--- config.mk ---
export PLATFORM = sky130hd
export DESIGN_NAME = dma2d_addr_seq
export DESIGN_NICKNAME = d
export VERILOG_FILES = /design/src/rtl/dma2d_pkg.sv /design/src/rtl/dma2d_ctrl.sv /design/src/rtl/dma2d_count.sv /design/src/rtl/dma2d_addr_step.sv /design/src/rtl/dma2d_addr_seq.sv
export SDC_FILE = /design/constraint.sdc
export NUM_CORES = 1
export LEC_CHECK = 0
export ABC_AREA = 1
export BUFFER_PORTS_ARGS = -buffer_cell sky130_fd_sc_hd__clkbuf_2
export CAP_MARGIN = 30
export CELL_PAD_IN_SITES_DETAIL_PLACEMENT = 0
export CELL_PAD_IN_SITES_GLOBAL_PLACEMENT = 1
export CORE_MARGIN = 1
export CORE_UTILIZATION = 40
export CTS_CLUSTER_SIZE = 24
export DETAILED_ROUTE_END_ITERATION = 10
export GPL_TIMING_DRIVEN = 0
export PLACE_DENSITY_LB_ADDON = 0.1
export REMOVE_ABC_BUFFERS = 1
export SLEW_MARGIN = 20
export SYNTH_ARGS = -nofsm -noshare
export SYNTH_HDL_FRONTEND = slang
export SYNTH_SLANG_ARGS = --single-unit
--- constraint.sdc ---
create_clock -name clk -period 8.8 [get_ports clk]
set_input_delay 0.44 -clock clk [delete_from_list [all_inputs] [get_ports clk]]
set_output_delay 0.44 -clock clk [all_outputs]
set_load 0.03 [all_outputs]
--- src/rtl/dma2d_pkg.sv ---
package dma2d_pkg;

  localparam int NSIDE = 2;

  typedef enum logic [1:0] {
    AM_CONST  = 2'd0,
    AM_INCR   = 2'd1,
    AM_SINGLE = 2'd2,
    AM_DOUBLE = 2'd3
  } amode_e;

  typedef enum logic [1:0] {
    ES_BYTE = 2'd0,
    ES_HALF = 2'd1,
    ES_WORD = 2'd2,
    ES_RSVD = 2'd3
  } esize_e;

  function automatic logic [2:0] esize_bytes(esize_e s);
    case (s)
      ES_BYTE: return 3'd1;
      ES_HALF: return 3'd2;
      default: return 3'd4;
    endcase
  endfunction

endpackage

--- src/rtl/dma2d_ctrl.sv ---
module dma2d_ctrl (
  input  logic clk,
  input  logic rst_n,
  input  logic ctl_we,
  input  logic ctl_start,
  input  logic cnt_zero,
  input  logic fin,
  output logic run,
  output logic launch,
  output logic abort,
  output logic block_done
);

  logic zero_req;

  assign launch   = ctl_we && ctl_start && !run && !cnt_zero;
  assign zero_req = ctl_we && ctl_start && !run && cnt_zero;
  assign abort    = ctl_we && !ctl_start && run;

  always_ff @(posedge clk or negedge rst_n) begin
    if (!rst_n) begin
      run        <= 1'b0;
      block_done <= 1'b0;
    end else begin
      block_done <= zero_req || fin;
      if (launch)
        run <= 1'b1;
      else if (abort || fin)
        run <= 1'b0;
    end
  end

  // the completion pulse only ever appears with the start bit cleared
  assert_done_idle_R8: assert property (@(posedge clk) disable iff (!rst_n)
    block_done |-> !run);

  // an abort stops the channel without a completion pulse
  assert_abort_quiet_R10: assert property (@(posedge clk) disable iff (!rst_n)
    abort |=> (!run && !block_done));

  // empty block completes at once without running
  assert_zero_done_R9: assert property (@(posedge clk) disable iff (!rst_n)
    zero_req |=> (block_done && !run));

  // restart while running keeps the channel running
  assert_restart_ignored_R11: assert property (@(posedge clk) disable iff (!rst_n)
    (ctl_we && ctl_start && run && !fin) |=> run);

endmodule

--- src/rtl/dma2d_count.sv ---
module dma2d_count #(
  parameter int EW = 24,
  parameter int FW = 16
) (
  input  logic          clk,
  input  logic          rst_n,
  input  logic          run,
  input  logic          launch,
  input  logic          step,
  input  logic [EW-1:0] elem_cnt,
  input  logic [FW-1:0] frame_cnt,
  output logic          last_elem,
  output logic          last_frame,
  output logic          ev_half,
  output logic          ev_frame,
  output logic          ev_lastfrm
);

  logic [EW-1:0] e_idx, e_tot, half_pt, e_nxt;
  logic [FW-1:0] f_idx, f_tot;
  logic          next_is_last;

  assign half_pt    = e_tot >> 1;
  assign e_nxt      = e_idx + EW'(1);
  assign last_elem  = (e_idx == e_tot - EW'(1));
  assign last_frame = (f_idx == f_tot - FW'(1));
  assign next_is_last = ({1'b0, f_idx} + (FW+1)'(2)) == {1'b0, f_tot};

  always_ff @(posedge clk or negedge rst_n) begin
    if (!rst_n) begin
      e_idx      <= '0;
      e_tot      <= '0;
      f_idx      <= '0;
      f_tot      <= '0;
      ev_half    <= 1'b0;
      ev_frame   <= 1'b0;
      ev_lastfrm <= 1'b0;
    end else begin
      ev_half    <= 1'b0;
      ev_frame   <= 1'b0;
      ev_lastfrm <= 1'b0;
      if (launch) begin
        e_idx      <= '0;
        f_idx      <= '0;
        e_tot      <= elem_cnt;
        f_tot      <= frame_cnt;
        ev_lastfrm <= (frame_cnt == FW'(1));
      end else if (step) begin
        ev_half <= (e_nxt == half_pt);
        if (last_elem) begin
          e_idx      <= '0;
          f_idx      <= f_idx + FW'(1);
          ev_frame   <= 1'b1;
          ev_lastfrm <= !last_frame && next_is_last;
        end else begin
          e_idx <= e_nxt;
        end
      end
    end
  end

  // half point lies strictly inside a frame, never on its end
  assert_half_apart_R5: assert property (@(posedge clk) disable iff (!rst_n)
    !(ev_half && ev_frame));

  // positions stay within the captured bounds while running
  assert_elem_bound_R2: assert property (@(posedge clk) disable iff (!rst_n)
    run |-> ((e_idx < e_tot) && (f_idx < f_tot)));

  // last-frame pulse coincides with the first element of the final frame
  assert_lastfrm_pos_R7: assert property (@(posedge clk) disable iff (!rst_n)
    ev_lastfrm |-> (run && last_frame && (e_idx == '0)));

endmodule

--- src/rtl/dma2d_addr_step.sv ---
module dma2d_addr_step
  import dma2d_pkg::*;
#(
  parameter int AW = 32,
  parameter int IW = 16
) (
  input  logic          clk,
  input  logic          rst_n,
  input  logic          load,
  input  logic [AW-1:0] start_addr,
  input  amode_e        mode,
  input  esize_e        esize,
  input  logic [IW-1:0] estride,
  input  logic [IW-1:0] fstride,
  input  logic          step,
  input  logic          frame_end,
  output logic [AW-1:0] addr
);

  amode_e        mode_q;
  logic [2:0]    esz_q;
  logic [IW-1:0] es_q, fs_q;
  logic [AW-1:0] ebytes, e_ext, f_ext, e_delta, f_delta, delta;

  assign ebytes  = AW'(esz_q);
  assign e_ext   = {{(AW-IW){es_q[IW-1]}}, es_q};
  assign f_ext   = {{(AW-IW){fs_q[IW-1]}}, fs_q};
  assign e_delta = ebytes + e_ext - AW'(1);
  assign f_delta = ebytes + f_ext - AW'(1);

  always_comb begin
    case (mode_q)
      AM_CONST:  delta = '0;
      AM_INCR:   delta = ebytes;
      AM_SINGLE: delta = e_delta;
      default:   delta = frame_end ? f_delta : e_delta;
    endcase
  end

  always_ff @(posedge clk or negedge rst_n) begin
    if (!rst_n) begin
      addr   <= '0;
      mode_q <= AM_CONST;
      esz_q  <= 3'd1;
      es_q   <= '0;
      fs_q   <= '0;
    end else if (load) begin
      addr   <= start_addr;
      mode_q <= mode;
      esz_q  <= esize_bytes(esize);
      es_q   <= estride;
      fs_q   <= fstride;
    end else if (step) begin
      addr <= addr + delta;
    end
  end

  // constant mode never moves the address
  assert_const_hold_R3: assert property (@(posedge clk) disable iff (!rst_n)
    (step && !load && mode_q == AM_CONST) |=> $stable(addr));

  // post-increment advances by exactly one element
  assert_incr_step_R3: assert property (@(posedge clk) disable iff (!rst_n)
    (step && !load && mode_q == AM_INCR) |=> (addr == $past(addr) + AW'($past(esz_q))));

  // captured element size is one of the legal byte widths
  assert_esz_legal_R4: assert property (@(posedge clk) disable iff (!rst_n)
    $countones(esz_q) == 1 && esz_q != 3'd0);

endmodule

--- src/rtl/dma2d_addr_seq.sv ---
module dma2d_addr_seq
  import dma2d_pkg::*;
#(
  parameter int AW = 32,
  parameter int EW = 24,
  parameter int FW = 16,
  parameter int IW = 16
) (
  input  logic          clk,
  input  logic          rst_n,
  input  logic          ctl_we,
  input  logic          ctl_start,
  output logic          busy,
  input  logic [AW-1:0] cfg_src_addr,
  input  logic [AW-1:0] cfg_dst_addr,
  input  logic [EW-1:0] cfg_elem_cnt,
  input  logic [FW-1:0] cfg_frame_cnt,
  input  logic [1:0]    cfg_elem_size,
  input  logic [1:0]    cfg_src_mode,
  input  logic [1:0]    cfg_dst_mode,
  input  logic [IW-1:0] cfg_src_estride,
  input  logic [IW-1:0] cfg_src_fstride,
  input  logic [IW-1:0] cfg_dst_estride,
  input  logic [IW-1:0] cfg_dst_fstride,
  output logic          out_valid,
  input  logic          out_ready,
  output logic [AW-1:0] out_src_addr,
  output logic [AW-1:0] out_dst_addr,
  output logic          ev_half_frame,
  output logic          ev_frame_done,
  output logic          ev_last_frame,
  output logic          ev_block_done
);

  logic run, launch, abort, step, fin, cnt_zero;
  logic last_elem, last_frame;

  logic [AW-1:0] side_start [NSIDE];
  logic [AW-1:0] side_addr  [NSIDE];
  logic [1:0]    side_mode  [NSIDE];
  logic [IW-1:0] side_es    [NSIDE];
  logic [IW-1:0] side_fs    [NSIDE];

  assign side_start[0] = cfg_src_addr;
  assign side_start[1] = cfg_dst_addr;
  assign side_mode[0]  = cfg_src_mode;
  assign side_mode[1]  = cfg_dst_mode;
  assign side_es[0]    = cfg_src_estride;
  assign side_es[1]    = cfg_dst_estride;
  assign side_fs[0]    = cfg_src_fstride;
  assign side_fs[1]    = cfg_dst_fstride;

  assign cnt_zero  = (cfg_elem_cnt == '0) || (cfg_frame_cnt == '0);
  assign step      = run && out_ready && !abort;
  assign fin       = step && last_elem && last_frame;
  assign out_valid = run;
  assign busy      = run;

  dma2d_ctrl u_ctrl (
    .clk        (clk),
    .rst_n      (rst_n),
    .ctl_we     (ctl_we),
    .ctl_start  (ctl_start),
    .cnt_zero   (cnt_zero),
    .fin        (fin),
    .run        (run),
    .launch     (launch),
    .abort      (abort),
    .block_done (ev_block_done)
  );

  dma2d_count #(.EW(EW), .FW(FW)) u_count (
    .clk        (clk),
    .rst_n      (rst_n),
    .run        (run),
    .launch     (launch),
    .step       (step),
    .elem_cnt   (cfg_elem_cnt),
    .frame_cnt  (cfg_frame_cnt),
    .last_elem  (last_elem),
    .last_frame (last_frame),
    .ev_half    (ev_half_frame),
    .ev_frame   (ev_frame_done),
    .ev_lastfrm (ev_last_frame)
  );

  for (genvar s = 0; s < NSIDE; s++) begin : g_side
    dma2d_addr_step #(.AW(AW), .IW(IW)) u_step (
      .clk        (clk),
      .rst_n      (rst_n),
      .load       (launch),
      .start_addr (side_start[s]),
      .mode       (amode_e'(side_mode[s])),
      .esize      (esize_e'(cfg_elem_size)),
      .estride    (side_es[s]),
      .fstride    (side_fs[s]),
      .step       (step),
      .frame_end  (last_elem),
      .addr       (side_addr[s])
    );
  end

  assign out_src_addr = side_addr[0];
  assign out_dst_addr = side_addr[1];

  // a stalled offer is held unchanged
  assert_hold_stall_R2: assert property (@(posedge clk) disable iff (!rst_n)
    (out_valid && !out_ready && !(ctl_we && !ctl_start)) |=>
      (out_valid && $stable(out_src_addr) && $stable(out_dst_addr)));

  // a start write during a stalled transfer changes nothing
  assert_restart_stall_R11: assert property (@(posedge clk) disable iff (!rst_n)
    (ctl_we && ctl_start && out_valid && !out_ready) |=>
      (busy && $stable(out_src_addr) && $stable(out_dst_addr)));

  // completion leaves no offer on the stream
  assert_done_novalid_R8: assert property (@(posedge clk) disable iff (!rst_n)
    ev_block_done |-> !out_valid);

  // a launch from idle offers the programmed start addresses
  assert_launch_R1: assert property (@(posedge clk) disable iff (!rst_n)
    launch |=> (out_valid && out_src_addr == $past(cfg_src_addr)
                && out_dst_addr == $past(cfg_dst_addr)));

endmodule

-- After elaboration in Yosys (flattened, before gate mapping)
Cells that the tools add are included.
- $add $sub $neg: 15
- multiply operators: 0
- divide/modulo/power cells: 0
- order comparisons: 0
- equal/unequal tests: 10
- shifts and indexed selects: 0
- mux-type cells: 25
- bitwise gates (word level): 0
- reduce and logical (&&, ||, !) cells: 28
- operators with widths (cell ; count):
    32-bit 2-to-1 mux ; 6
    32-bit case mux with 3 select lines ; 2
    32-bit by 1-bit subtractor with 32-bit output, second input constant ; 4
    24-bit 2-to-1 mux ; 3
    4-bit by 16-bit adder with 17-bit output ; 4
    32-bit adder ; 2
    16-bit 2-to-1 mux ; 3
    24-bit by 1-bit adder with 24-bit output, second input constant ; 1
    24-bit by 23-bit == test with 1-bit output ; 1
    24-bit == test ; 1
    24-bit zero test ; 1
    24-bit by 1-bit subtractor with 24-bit output, second input constant ; 1
    16-bit by 2-bit adder with 17-bit output, second input constant ; 1
    17-bit by 16-bit == test with 1-bit output ; 1
    16-bit by 1-bit adder with 16-bit output, second input constant ; 1
    16-bit by 1-bit == test with 1-bit output, second input constant ; 1
    16-bit == test ; 1
    16-bit zero test ; 1
    16-bit by 1-bit subtractor with 16-bit output, second input constant ; 1
    1-bit logical AND ; 11
    1-bit 2-to-1 mux ; 10
    2-bit by 1-bit == test with 1-bit output, second input constant ; 3
    2-bit zero test ; 3
    3-bit case mux with 2 select lines ; 1
    other kinds (5) ; 14
- register bits after elaboration: 220
- latch bits: 0
- bits in writable memories: 0
- ROM bits: 0
- input bits: 179
- output and inout port bits: 70
- logic and storage cells: 96
- memories: 0

-- Longest topological paths before layout
- depth in word-level cells: 10
- mapped depth: 35
- mapped depth without buffers: 33

-- Hierarchy
A second synthesis with hierarchy kept.
- cells, all modules: 2992
- area total of the unflattened synthesis: 20071.8 um2
- by module, submodules not included (module ; times used ; cells an instance ; area each (um2) ; seq. area each (um2)):
    dma2d_addr_step ; 2 ; 973 ; 6546.3 ; 1727.9
    dma2d_count ; 1 ; 984 ; 6693.9 ; 2077.0
    dma2d_addr_seq ; 1 ; 45 ; 176.4 ; 0.0
    dma2d_ctrl ; 1 ; 17 ; 108.9 ; 50.0

-- Worst setup path before layout
OpenSTA, ideal clock, no wires.
- kind: reg-to-reg
- from: register u_count.e_tot[0]
- to: register g_side[1].u_step.addr[24]
- setup time: 0.066 ns
- arrival time: 4.394 ns
- data required time: 8.734 ns
- slack: 4.340 ns
- stages on the path, launching flop included: 30
- path buffers: 1
- period minus slack after synthesis: 4.460 ns
- cell sequence: dfrtp_1 > inv_1 > ha_1 > nand2_4 > nor2_4 > nand2_1 > nand2_1 > inv_1 > nor2_1 > nand2_1 > nor2_1 > nand3_1 > nor2_4 > buf_2 > o21ai_0 > a21oi_1 > ha_1 > inv_1 > fa_1 > o21ai_0 > a21oi_1 > o21ai_0 > a21boi_0 > o21ai_0 > nand2_1 > o21ai_0 > a21oi_1 > o21ai_0 > nand3_1 > nand2_1
- cells in the longest elaborated chain, start to end: 7
- ends and longest elaborated chain (item ; line ; source):
    from (decl) ; dma2d_count.sv:19 ; logic [EW-1:0] e_idx, e_tot, half_pt, e_nxt;
    from (signal assigned) ; dma2d_count.sv:45 ; e_tot <= elem_cnt;
    24-bit by 1-bit subtractor with 24-bit output ; dma2d_count.sv:25 ; assign last_elem = (e_idx == e_tot - EW'(1));
    24-bit == test ; dma2d_count.sv:25 ;
    32-bit 2-to-1 mux ; dma2d_addr_step.sv:36 ; default: delta = frame_end ? f_delta : e_delta;
    32-bit case mux with 3 select lines ; dma2d_addr_step.sv:32 ; case (mode_q)
    32-bit adder ; dma2d_addr_step.sv:54 ; addr <= addr + delta;
    32-bit 2-to-1 mux ; dma2d_addr_step.sv:53 ; end else if (step) begin
    32-bit 2-to-1 mux ; dma2d_addr_step.sv:47 ; end else if (load) begin
    to (signal assigned) ; dma2d_addr_step.sv:48 ; addr <= start_addr;
    to (signal assigned) ; dma2d_addr_step.sv:54 ;
    to (decl) ; dma2d_addr_step.sv:17 ; output logic [AW-1:0] addr
No other way between the ends. The select of a mux whose other input is x is not followed.
A chain may end at the register's enable or synchronous reset.

-- Worst setup path in the final report
Same ends and word-level chain as after synthesis.

==> out/qor.csv <==
metric,value,unit
Worst Setup Start Kind,register,
first-pass GRT wire length,105000,um
most frequent cell after synthesis,nand2_1,
Final Cell Area,22600,um^2
Clk pwr share,14.4,%
met1 GRT Util,38.2,%
leading area contributor after synthesis,dfrtp_1,
placed inst area,21600,um^2
Total GRT Usage,26.4,%
syn avg cell area,6.58,um^2
RSZ-0062 raised after global routing,no,
fin cells,3842,
Max-slew headroom,41.1,%
CTS resizes,0,
WS Path Type,reg2reg,
part of the power in registers,23.1,%
placed cells,3788,
starting density of the core,40.8,%
GRT met3 Usage,3.70,%
Sw Pwr,4.67,mW
Worst setup EP type,register,
Switching Fraction,53.7,%
via count,20300,
sequential area share after synthesis,28.1,%
die width,223,um
CP max stage delay,0.65,ns
CP Data Arrival Time,6.49,ns
Final Hold Slack,0.0527,ns
CP required,9.32,ns
share of the clock period used by the worst path,67.9,%
# DRC,0,
Cell Rows,80,
clock skew,0.0196,ns
final setup margin,2.82,ns
gr ovfl total,0,
"Area growth, synth to finish",15.1,%
Root Buffer,clkbuf_16,
"Slew Viols, Final",0,
vias in the first global route,19400,
Comb pwr share,62.5,%
"top cells by count, synth","nand2_1 (856), inv_1 (340), nor2_1 (278)",
# fillers,5054,
Yosys cell types,65,
pre-CTS setup slack,2.96,ns
# H-tree levels,1,
Worst Max-Slew Pin Slew,0.878,ns
largest net degree at the start of global routing,83,
Worst path slowest cell,a2111oi_0,
clk_lat worst skew,0.59,ns
Die Ht,223,um
Seq cells post-synth,220,
Max Freq,0.167,GHz
Pint,4.02,mW
WHS Path Cells,2,
Vias/cell,5.28,
peak supply drop,0.174,mV
Hold WC Path Type,in2reg,
Final Setup Violations,0,
gr busiest metal,met2,
DR iter-0 viols,1254,
Synth Cell Area,19600,um^2
DRT Pass-1 Iters,7,
Die ar.,50000,um^2
CTS buffer count,28,
Synth top area share,27.9,%
final hold vios,0,
HPWL after DPL,52500,um
Final nets,3472,
Critical Path Most Common Cell,nand2_1,
IO Count,249,
Core ar.,48000,um^2
CTS tree,done,
Port Buffers,248,
post-layout minimum cycle time,5.98,ns
setup TNS,0,ns
met2 Usage GRT,40.8,%
async set-or-reset flop fraction in the synthesized netlist,100,%
Leak,11.4,nW
CTS sink cnt,220,
status,"complete, no violations",
R2R depth,28,
max cap viols,0,
Power Dens Cells,385,nW/um^2
WL/cell,17.2,um
Clock transition at path regs,0.06,ns
Synth Instances,2983,
"Top FF cell, synth",dfrtp_1,
total wire length,66000,um
CTS max path bufs,3,
share of cells above drive strength 1,11.9,%
Ys Warns,0,
worst-path fanout max,18,
GPL Wtd Cong,0.934,
initial antenna violation count,1,
ranking of synthesized cells by area,"dfrtp_1 (28%), nand2_1 (16%), inv_1 (6.5%)",
antenna-violating nets left,0,
"EDFF count, synth",0,
timing repair:
| action | in CTS | in global routing |
|---|---|---|
| endpoints found under the hold margin | 69 | 0 |
| hold buffers | 1 | 0 |
| setup buffers | 0 | 0 |
power by group through the flow:
stage               Clock, mW  Sequential (mW)  Combinational, mW
finish                   1.25             2.01               5.43
detailed placement          0             2.02               5.39
global placement            0             2.02               5.37
CTS                      1.29             2.00               5.42
global route             1.32             2.07               6.13
floorplan                   0             2.11               3.75
metrics by stage:
| stage | util [%] | power (mW) |
|---|---|---|
| CTS | 47.0 | 8.71 |
| global route | 47.0 | 9.52 |
| detailed placement | 44.9 | 7.41 |
| floorplan | - | 5.86 |
| global placement | 44.3 | 7.39 |
| finish | 47.0 | 8.69 |
critical path: cells and delay by family (launching register included):
family / cells / cell delay (ns)
DFF: 1 / 0.39
buffers and inverters: 3 / 0.28
adders and majority gates: 2 / 0.70
and+or+nand+nor: 14 / 2.24
AOI/OAI and AO/OA: 9 / 2.28
worst paths after layout:
| path | startpoint | to | slack (ns) |
|---|---|---|---|
| worst max-delay path | u_count.e_tot[0] | g_side[1].u_step.addr[24] | 2.82 |
| worst min-delay path | cfg_elem_size[1] | g_side[0].u_step.esz_q[0] | 0.05 |
| worst max register to register | u_count.e_tot[0] | g_side[1].u_step.addr[24] | 2.82 |
| worst min register to register | g_side[0].u_step.fs_q[0] | g_side[0].u_step.fs_q[0] | 0.49 |
| max in group asynchronous | rst_n | g_side[0].u_step.es_q[9] | 7.52 |
| min in group asynchronous | rst_n | u_count.e_tot[19] | 0.42 |
cell families (layout without fill, tap and decap cells):
logic type / count (synthesis) / count (layout) / synth area share (%)
buffers and inverters: 425 / 668 / 8.51
DFF: 220 / 220 / 28.1
and+or+nand+nor: 1549 / 1549 / 34.0
xor gates and xnor gates: 194 / 194 / 8.70
other: 0 / 1 / 0
adders and majority gates: 89 / 89 / 5.90
AOI/OAI and AO/OA: 506 / 506 / 14.8
layout make-up:
| cell class | instances | area [um^2] | area share, % |
|---|---|---|---|
| multi-input combinational | 2338 | 12500 | 55.2 |
| sequential | 220 | 5510 | 24.4 |
| timing repair buffer | 272 | 1540 | 6.80 |
| inverter | 344 | 1310 | 5.79 |
| clock buffer | 34 | 783 | 3.47 |
| tap | 615 | 769 | 3.41 |
| clock inverter | 18 | 218 | 0.964 |
| antenna | 1 | 2.50 | 0.0111 |
sequential cells by signal (all words and copies together) (netlist names):
register / count
u_count.e_tot: 24
g_side.u_step.fs_q: 32
g_side.u_step.esz_q: 3
u_count.ev_frame: 1
u_count.f_tot: 16
g_side.u_step.es_q: 32
g_side.u_step.addr: 64
u_count.f_idx: 16
u_ctrl.block_done: 1
u_count.ev_lastfrm: 1
g_side.u_step.mode_q: 4
u_ctrl.run: 1
u_count.e_idx: 24
u_count.ev_half: 1
cell usage in the layout, fill, tap and decap left out, types with 6 or more instances in the layout:
cell type / netlist / final
nand4_1: 65 / 65
o21ai_0: 239 / 238
o31ai_1: 10 / 10
nor4_1: 23 / 23
clkbuf_16: 0 / 28
xnor2_1: 62 / 62
fa_1: 6 / 6
o21bai_1: 11 / 11
inv_1: 340 / 339
o211ai_1: 32 / 32
nor2_2: 6 / 6
clkbuf_2: 3 / 247
nand2_2: 10 / 10
ha_1: 83 / 83
nor2_4: 9 / 9
a21oi_1: 132 / 132
a31oi_1: 13 / 13
or2_2: 12 / 12
nand2_1: 856 / 855
o32ai_1: 12 / 12
nor3_1: 44 / 43
nand3b_1: 10 / 10
clkbuf_8: 0 / 7
a211oi_1: 6 / 6
o221ai_1: 9 / 9
nand3_1: 214 / 213
buf_4: 2 / 15
dfrtp_1: 219 / 219
clkinv_2: 0 / 8
nor2_1: 278 / 278
a221oi_1: 6 / 6
o21a_1: 10 / 10
xor2_1: 131 / 131
layer usage:
metal  share of wire, %  wire length [um]
met5                  0                 0
met4                2.7              1760
met3                5.0              3330
met2                 43             28200
met1                 49             32600
Power figures use the tool's default switching activity.
